$ cat src/rtl/pfx_pkg.sv
package pfx_pkg;

  // Carry state of one position in the prefix network.
  typedef enum logic [1:0] {
    CS_KILL = 2'b00,
    CS_GEN  = 2'b01,
    CS_PROP = 2'b10
  } cstate_e;

  // Class of a single bit pair.
  function automatic cstate_e classify(input logic x, input logic y);
    if (x & y)      return CS_GEN;
    else if (x ^ y) return CS_PROP;
    else            return CS_KILL;
  endfunction

  // Associative merge: the higher state wins unless it only passes.
  function automatic cstate_e merge(input cstate_e hi, input cstate_e lo);
    return (hi == CS_PROP) ? lo : hi;
  endfunction

  // State of the virtual position standing in for the carry-in.
  function automatic cstate_e seed(input logic cin);
    return cin ? CS_GEN : CS_KILL;
  endfunction

endpackage

$ cat src/rtl/pfx_classify.sv
module pfx_classify
  import pfx_pkg::*;
#(
  parameter int WIDTH = 32
) (
  input  logic [WIDTH-1:0]    a_i,
  input  logic [WIDTH-1:0]    b_i,
  input  logic                cin_i,
  output cstate_e [WIDTH-1:0] pos_o,   // position 0 = carry-in, p = bit p-1
  output cstate_e             top_o    // state of the most significant bit
);

  assign pos_o[0] = seed(cin_i);

  for (genvar p = 1; p < WIDTH; p++) begin : g_pos
    assign pos_o[p] = classify(a_i[p-1], b_i[p-1]);
  end

  assign top_o = classify(a_i[WIDTH-1], b_i[WIDTH-1]);

endmodule

$ cat src/rtl/pfx_level.sv
module pfx_level
  import pfx_pkg::*;
#(
  parameter int WIDTH = 32,
  parameter int DIST  = 1
) (
  input  cstate_e [WIDTH-1:0] in_i,
  output cstate_e [WIDTH-1:0] out_o
);

  for (genvar p = 0; p < WIDTH; p++) begin : g_node
    if (p >= DIST) begin : g_merge
      assign out_o[p] = merge(in_i[p], in_i[p-DIST]);
    end else begin : g_pass
      assign out_o[p] = in_i[p];
    end
  end

endmodule

$ cat src/rtl/pfx_sum.sv
module pfx_sum
  import pfx_pkg::*;
#(
  parameter int WIDTH = 32
) (
  input  logic [WIDTH-1:0]    a_i,
  input  logic [WIDTH-1:0]    b_i,
  input  cstate_e [WIDTH-1:0] pre_i,    // resolved prefix per position
  input  cstate_e             top_i,
  output logic [WIDTH:0]      carry_o,  // carry into bit i; [WIDTH] = carry-out
  output logic [WIDTH-1:0]    sum_o,
  output logic                cout_o
);

  for (genvar p = 0; p < WIDTH; p++) begin : g_carry
    assign carry_o[p] = (pre_i[p] == CS_GEN);
  end

  assign carry_o[WIDTH] = (merge(top_i, pre_i[WIDTH-1]) == CS_GEN);
  assign cout_o         = carry_o[WIDTH];
  assign sum_o          = a_i ^ b_i ^ carry_o[WIDTH-1:0];

endmodule

$ cat src/rtl/pfx_cla_adder.sv
module pfx_cla_adder
  import pfx_pkg::*;
#(
  parameter int WIDTH   = 32,
  parameter bit REG_OUT = 1'b1
) (
  input  logic             clk,
  input  logic             rst_n,
  input  logic [WIDTH-1:0] a_i,
  input  logic [WIDTH-1:0] b_i,
  input  logic             cin_i,
  output logic [WIDTH-1:0] sum_o,
  output logic             cout_o
);

  localparam int LEVELS = $clog2(WIDTH);

  cstate_e [WIDTH-1:0] stage [LEVELS+1];
  cstate_e             top_w;
  logic [WIDTH:0]      carry_w;   // named carries, observed by the checker
  logic [WIDTH-1:0]    sum_w;
  logic                cout_w;

  pfx_classify #(.WIDTH(WIDTH)) u_cls (
    .a_i   (a_i),
    .b_i   (b_i),
    .cin_i (cin_i),
    .pos_o (stage[0]),
    .top_o (top_w)
  );

  for (genvar k = 0; k < LEVELS; k++) begin : g_lvl
    pfx_level #(.WIDTH(WIDTH), .DIST(1 << k)) u_lvl (
      .in_i  (stage[k]),
      .out_o (stage[k+1])
    );
  end

  pfx_sum #(.WIDTH(WIDTH)) u_sum (
    .a_i     (a_i),
    .b_i     (b_i),
    .pre_i   (stage[LEVELS]),
    .top_i   (top_w),
    .carry_o (carry_w),
    .sum_o   (sum_w),
    .cout_o  (cout_w)
  );

  if (REG_OUT) begin : g_reg
    always_ff @(posedge clk) begin
      if (!rst_n) begin
        sum_o  <= '0;
        cout_o <= 1'b0;
      end else begin
        sum_o  <= sum_w;
        cout_o <= cout_w;
      end
    end
  end else begin : g_comb
    assign sum_o  = sum_w;
    assign cout_o = cout_w;
  end

endmodule

$ cat config.mk
export PLATFORM = sky130hd
export DESIGN_NAME = pfx_cla_adder
export DESIGN_NICKNAME = d
export VERILOG_FILES = /design/src/rtl/pfx_pkg.sv /design/src/rtl/pfx_classify.sv /design/src/rtl/pfx_level.sv /design/src/rtl/pfx_sum.sv /design/src/rtl/pfx_cla_adder.sv
export SDC_FILE = /design/constraint.sdc
export NUM_CORES = 1
export LEC_CHECK = 0
export BUFFER_PORTS_ARGS = -buffer_cell sky130_fd_sc_hd__buf_2
export CAP_MARGIN = 0
export CORE_MARGIN = 2
export CORE_UTILIZATION = 61
export DETAILED_ROUTE_END_ITERATION = 8
export GPL_ROUTABILITY_DRIVEN = 0
export PLACE_DENSITY = 0.95
export SLEW_MARGIN = 20
export SYNTH_ARGS = -nofsm -noshare
export SYNTH_HDL_FRONTEND = slang
export SYNTH_SLANG_ARGS = --single-unit
$ cat constraint.sdc
create_clock -name clk -period 4.5 [get_ports clk]
set_input_delay 1.125 -clock clk [delete_from_list [all_inputs] [get_ports clk]]
set_output_delay 1.125 -clock clk [all_outputs]
set_load 0.02 [all_outputs]
==> summary.md, run 1 <==
| Metric | Value |
|---|---|
| CP startpoint kind | `input pin` |
| Syn-to-layout area delta | `12.1%` |
| IO Count | `100` |
| Hold slack | `1.21 ns` |
| I/O Buffers | `99` |
| Cell-internal power | `0.801 mW` |
| Placed wire-length estimate | `9610 um` |
| Part of the power in registers | `25.4%` |
| Final wirelength | `12000 um` |
| Post-DP Area | `0.00497 sq mm` |
| Total setup buffers inserted after CTS | `0` |
| CP Max Fanout | `4` |
| Combinational Power Share | `53.9%` |
| Leak | `2.37 nW` |
| Total Routing Usage GR | `28.3%` |
| Ant diodes | `0` |
| Critical Path End Type | `register` |
| Iter 0 DRT Violations | `536` |
| Core Region | `0.00721 sq mm` |
| Syn Nets | `684` |
| Number of distinct library cells after synthesis | `69` |
| Period utilisation layout | `83.5%` |
| CP arrival | `3.95 ns` |
| CTS tree | `yes` |
| PnR worst setup slack | `0.742 ns` |
| Die area | `0.00814 sq mm` |
| Reported max-cap violation count | `0` |
| Nets | `760` |
| RSZ-0062 raised after global routing | `false` |
| Area share of the largest cell type after synthesis | `16.0%` |
| Top cells by area, synth | `ha_1, dfxtp_1, mux2i_1, and2_1, a21oi_1` |
| Post_cts resized | `0` |
| Slew margin rel. | `49.1%` |
| CP max stage cell | `o311ai_1` |
| Worst stage delay on the critical path | `0.62 ns` |
| Maximum clock rate | `0.266 GHz` |
| Crit path cell chain | `buf_2, ha_1, a21boi_1, nand3b_1, a31oi_1, a21oi_1, o311ai_1, o2111ai_1, and3_1, o21a_1` |
| Setup TNS | `0 ns` |
| Clk sinks | `33` |
| Htree depth | `2` |
| TritonCTS buffer count | `5` |
| Vias per cell | `6.38` |
| Avg Cell Area, Syn | `8.12 sq um` |
| Min-Delay Path Class | `in2reg` |
| Vias in the first global route | `4338` |
| Die height | `90.2 um` |
| Initial Utilization | `62.8%` |
| Critical path required time | `4.69 ns` |
| Max Root-Sink Buffers | `2` |
| Total gr overflow | `0` |
| Post-Syn Instances | `558` |
| Yosys warning count | `0` |
| Maximum VDD drop | `0.151 mV` |
| Async SR Flop Fraction | `0%` |
| Ys flop type | `dfxtp_1` |
| Final setup vio count | `0` |
| DRC | `0` |
| Final Hold Violating Endpoints | `0` |
| Synth Cell Area | `0.00453 sq mm` |
| Register area share after synthesis | `14.6%` |
| Rows | `31` |
| First-pass GRT wire length | `19700 um` |
| Fraction of layout cells with a size suffix above 1 | `22.5%` |
| Place WS | `0.588 ns` |
| Largest net degree at the start of global routing | `36` |
| Cts hold-fix bufs | `0` |
| Clock network power share | `20.7%` |
| Clk pin slew, worst setup/hold paths | `0.08 ns` |
| Leading area contributor after synthesis | `ha_1` |
| Die W | `90.2 um` |
| Fin area | `0.00508 sq mm` |
| Fin crit period | `3.76 ns` |
| Routed WL per cell | `16.3 um` |
| Power Dens Cells | `271 mW/mm^2` |
| Initial antenna violation count | `0` |
| DR vias | `4681` |
| Worst setup path class | `in2reg` |
| Routed Antenna Nets | `0` |
| Fraction of power spent switching nets | `41.8%` |
| Number of synthesized flops with an enable pin | `0` |
| Crit path from | `a_i[0]` |
| Status | `finished, final reports clean` |
| Hold path startpoint | `b_i[31]` |
| Worst-Margin Slew | `0.762 ns` |
| Yosys reg bits | `33` |
| Pins Over Slew Limit | `0` |
| Util after Layout | `70.4%` |
| DR pass1 iterations | `5` |
| Psw | `0.575 mW` |
| Clock root buffer master | `clkbuf_8` |
[cells in the mapped netlist, drive strengths merged (2+ instances only)]
cell and n:
o21bai 3, a31oi 11, o211ai 3, nand4 2, o22ai 3, and3b 3, or2 6, a211oi 7
mux2 20, o2111ai 2, buf 25, clkbuf 5, and3 3, o21a 3, and4b 2, a41oi 2
a21boi 2, mux2i 43, o21ai 20, inv 10, o31ai 4, a21oi 47, nand3b 9, a221oi 2
nand3 11, a21o 9, xnor2 15, nand2b 12, and2 36, ha 58, nor3b 4, dfxtp 33
nand2 46, xor2 14, a222oi 2, nor4 4, nor3 10, nor2b 10, nor2 43, a2111oi 3
[cell families after synthesis]
kind of cell    count (synthesis)  share of synthesized area [%]
mux                            63                           15.0
fa+ha+maj                      59                           16.5
simple gates                  204                           23.7
xor+xnor                       29                           5.60
buf+inv                        40                           4.89
flops                          33                           14.6
compound gates                130                           19.7
[cell type report]
class	count	area, sq um
clock buffer	5	68.8
clock inverter	3	46.3
fill	547	2130
inverter	10	37.5
multi-input combinational	485	3650
sequential	33	661
tap	99	124
timing repair buffer	99	495
[stage by stage]
step | power, mW | cells
after floorplan | 0.893 | 558
after global placement | 1.05 | 726
after detailed placement | 1.07 | 726
after CTS | 1.36 | 734
after global routing | 1.45 | 734
final | 1.38 | 734
[layer usage]
layer	up-vias	wire length, um	GRT usage, %
li1	2171	-	-
met1	2092	4960	36.3
met2	351	5420	47.4
met3	67	1180	4.19
met4	0	440	11.9
met5	-	0	0
[sequential cells by signal, summed over array words and instances, names as in the netlist]
signal and flops:
sum_o 32, cout_o 1
[placed cells by master, fill, tap and decap left out, drive strengths merged, types with 6 or more instances in the layout]
cell	instances
o21ai	20
ha	58
inv	10
nor3	10
nor2b	10
a31oi	11
buf	99
nand2b	12
xnor2	15
a21o	9
mux2i	43
nand3	11
a21oi	47
and2	36
mux2	20
a211oi	7
xor2	14
or2	6
nand3b	9
nand2	46
nor2	43
dfxtp	33
[final timing paths]
kind	slack, ns	depth (start not counted)	end
max	0.74	10	sum_o[27]
min	1.21	3	cout_o
[power by group through the flow]
stage / sequential, mW / clock (mW) / combinational (mW)
6_report: 0.350 / 0.285 / 0.741
5_1_grt: 0.354 / 0.302 / 0.796
4_1_cts: 0.350 / 0.287 / 0.723
3_5_place_dp: 0.357 / 0 / 0.717
3_3_place_gp: 0.356 / 0 / 0.689
2_1_floorplan: 0.418 / 0 / 0.475
[critical path: cells and delay by family]
family | cells | cell delay [ns]
buffers and inverters | 1 | 0.12
AND/OR/NAND/NOR | 2 | 0.37
AO/OA/AOI/OAI | 6 | 2.00
adder cells (fa/ha/maj) | 1 | 0.33
Power figures use the tool's default switching activity.
==> run 2: changes to the inputs <==
--- a/config.mk
+++ b/config.mk
@@ -8,10 +8,10 @@
 export BUFFER_PORTS_ARGS = -buffer_cell sky130_fd_sc_hd__buf_2
 export CAP_MARGIN = 0
 export CORE_MARGIN = 2
-export CORE_UTILIZATION = 61
+export CORE_UTILIZATION = 56
 export DETAILED_ROUTE_END_ITERATION = 8
 export GPL_ROUTABILITY_DRIVEN = 0
-export PLACE_DENSITY = 0.95
+export PLACE_DENSITY = 0.93
 export SLEW_MARGIN = 20
 export SYNTH_ARGS = -nofsm -noshare
 export SYNTH_HDL_FRONTEND = slang
==> constraint.sdc (replaced) <==
create_clock -name clk -period 3.65 [get_ports clk]
set_input_delay 0.9125 -clock clk [delete_from_list [all_inputs] [get_ports clk]]
set_output_delay 0.9125 -clock clk [all_outputs]
set_load 0.02 [all_outputs]
==> run 2 against run 1 <==
Combinational power rose by 26%. Die area rose by 8.5%. Utilization fell by 4.2 points. Sequential power rose by 25%. Clock power rose by 25%. Clock-buffer cell count did not move. First-iteration DRC count fell by 24%. Critical path type unchanged. Highest routed layer unchanged.
==> summary.md, run 2 (synthesis gave the netlist of run 1 again) <==
| Metric | Value |
|---|---|
| Routed WL per cell | `17.0 um` |
| Part of the power in registers | `25.3%` |
| Maximum VDD drop | `0.162 mV` |
| Die height | `94.0 um` |
| Fin crit period | `3.44 ns` |
| Leak | `2.41 nW` |
| I/O Buffers | `99` |
| Fraction of layout cells with a size suffix above 1 | `23.5%` |
| Final wirelength | `12700 um` |
| Iter 0 DRT Violations | `407` |
| Initial antenna violation count | `0` |
| Psw | `0.727 mW` |
| CP arrival | `3.62 ns` |
| Most common cell after layout, fill and taps aside | `buf_2` |
| Die W | `94.0 um` |
| Setup TNS | `0 ns` |
| Reg with most FFs | `sum_o` |
| Cts hold-fix bufs | `0` |
| Clock root buffer master | `clkbuf_8` |
| Nets | `768` |
| Die area | `0.00883 sq mm` |
| Syn-to-layout area delta | `13.6%` |
| Critical Path End Type | `register` |
| Commonest cells after routing, fill and taps aside | `buf_2, ha_1, nand2_1, a21oi_1, nor2_1` |
| Total gr overflow | `0` |
| Worst setup path class | `in2reg` |
| FILL cells | `649` |
| FF+latch area | `661 sq um` |
| DR pass1 iterations | `8` |
| Min-Delay Path Class | `in2reg` |
| TritonCTS buffer count | `5` |
| Critical path required time | `3.84 ns` |
| Vias in the first global route | `4397` |
| Htree depth | `2` |
| IO Count | `100` |
| Placed wire-length estimate | `10100 um` |
| Clk sinks | `33` |
| Slew margin rel. | `38.2%` |
| Crit path from | `a_i[4]` |
| DR vias | `4709` |
| Final setup vio count | `0` |
| Setup crit end | `sum_o[29]` |
| Largest net degree at the start of global routing | `36` |
| Post_cts resized | `0` |
| Reported max-cap violation count | `0` |
| CP startpoint kind | `input pin` |
| Worst-Margin Slew | `0.914 ns` |
| Clock network power share | `20.6%` |
| Final Hold Violating Endpoints | `0` |
| Vias per cell | `6.32` |
| First-pass GRT wire length | `20100 um` |
| Period utilisation layout | `94.1%` |
| Status | `finished, final reports clean` |
| Area of the multi-input gates | `0.00365 sq mm` |
| Power Total | `1.73 mW` |
| Dpl cells | `737` |
| Power Dens Cells | `335 mW/mm^2` |
| CP Max Fanout | `8` |
| Initial Utilization | `58.3%` |
| Pins Over Slew Limit | `0` |
| Total Routing Usage GR | `27.9%` |
| Total setup buffers inserted after CTS | `0` |
| Cell-internal power | `0.998 mW` |
| Max FFs per register | `32` |
| Fraction of power spent switching nets | `42.1%` |
| Hold slack | `0.975 ns` |
| Core Region | `0.00777 sq mm` |
| CTS tree | `yes` |
| Max Root-Sink Buffers | `2` |
| Maximum clock rate | `0.291 GHz` |
| Clk pin slew, worst setup/hold paths | `0.07 ns` |
| Ant diodes | `0` |
| Biggest regs | `sum_o: 32 flops, cout_o: 1 flops` |
| Post-Layout Cell Count | `745` |
| Rows | `32` |
| DRC | `0` |
| Combinational Power Share | `54.1%` |
| RSZ-0062 raised after global routing | `false` |
| Routed Antenna Nets | `0` |
[run 2: cell count changes in the layout (fill, tap and decap cells not counted), sizes merged]
cell	before	now
buf	99	107
[run 2: metal layers]
metal | vias up | wire length, um | global-route usage (%)
met1 | 2105 | 5030 | 34.3
met2 | 330 | 5700 | 47.7
met3 | 96 | 1250 | 4.41
met4 | 0 | 708 | 12.7
met5 | - | 0 | 0
li1 | 2178 | - | -
[run 2: worst min-delay path by stage]
stage	start	to	cells past startpoint
after floorplan	rst_n	cout_o	2
after global placement	b_i[31]	cout_o	3
after detailed placement	b_i[31]	cout_o	3
after global routing	b_i[31]	cout_o	3
final	b_i[31]	cout_o	3
after CTS	b_i[31]	cout_o	3
[run 2: power groups by stage]
stage               combinational, mW  clock, mW  sequential (mW)
global placement                0.866          0            0.443
detailed placement              0.901          0            0.444
finish                          0.933      0.356            0.436
floorplan                       0.586          0            0.515
global route                     1.00      0.368            0.440
CTS                             0.909      0.352            0.435
[run 2: cell type report]
type,count,share of cell area [%]
multi-input combinational,485,70.9
inverter,10,0.729
tap,102,2.48
clock inverter,3,0.900
sequential,33,12.8
timing repair buffer,107,10.8
clock buffer,5,1.34
[run 2: through the flow]
step / cell area [sq um] / worst slack, ns / utilization (%)
final: 5150 / 0.214 / 66.3
after global routing: 5150 / 0.202 / 66.3
after CTS: 5150 / 0.349 / 66.3
after detailed placement: 5030 / 0.0591 / 64.8
after global placement: 5030 / 0.258 / 64.8
after floorplan: 4530 / 0.592 / -
[run 2: worst max-delay path, stage by stage]
cell and delay (ns):
buf_2 0.12, ha_1 0.44, mux2i_1 0.38, o21ai_0 0.21, mux2i_1 0.33, o21ai_1 0.14, a21oi_1 0.49, nand2b_1 0.19
mux2i_1 0.10, xor2_1 0.15, and2_1 0.15
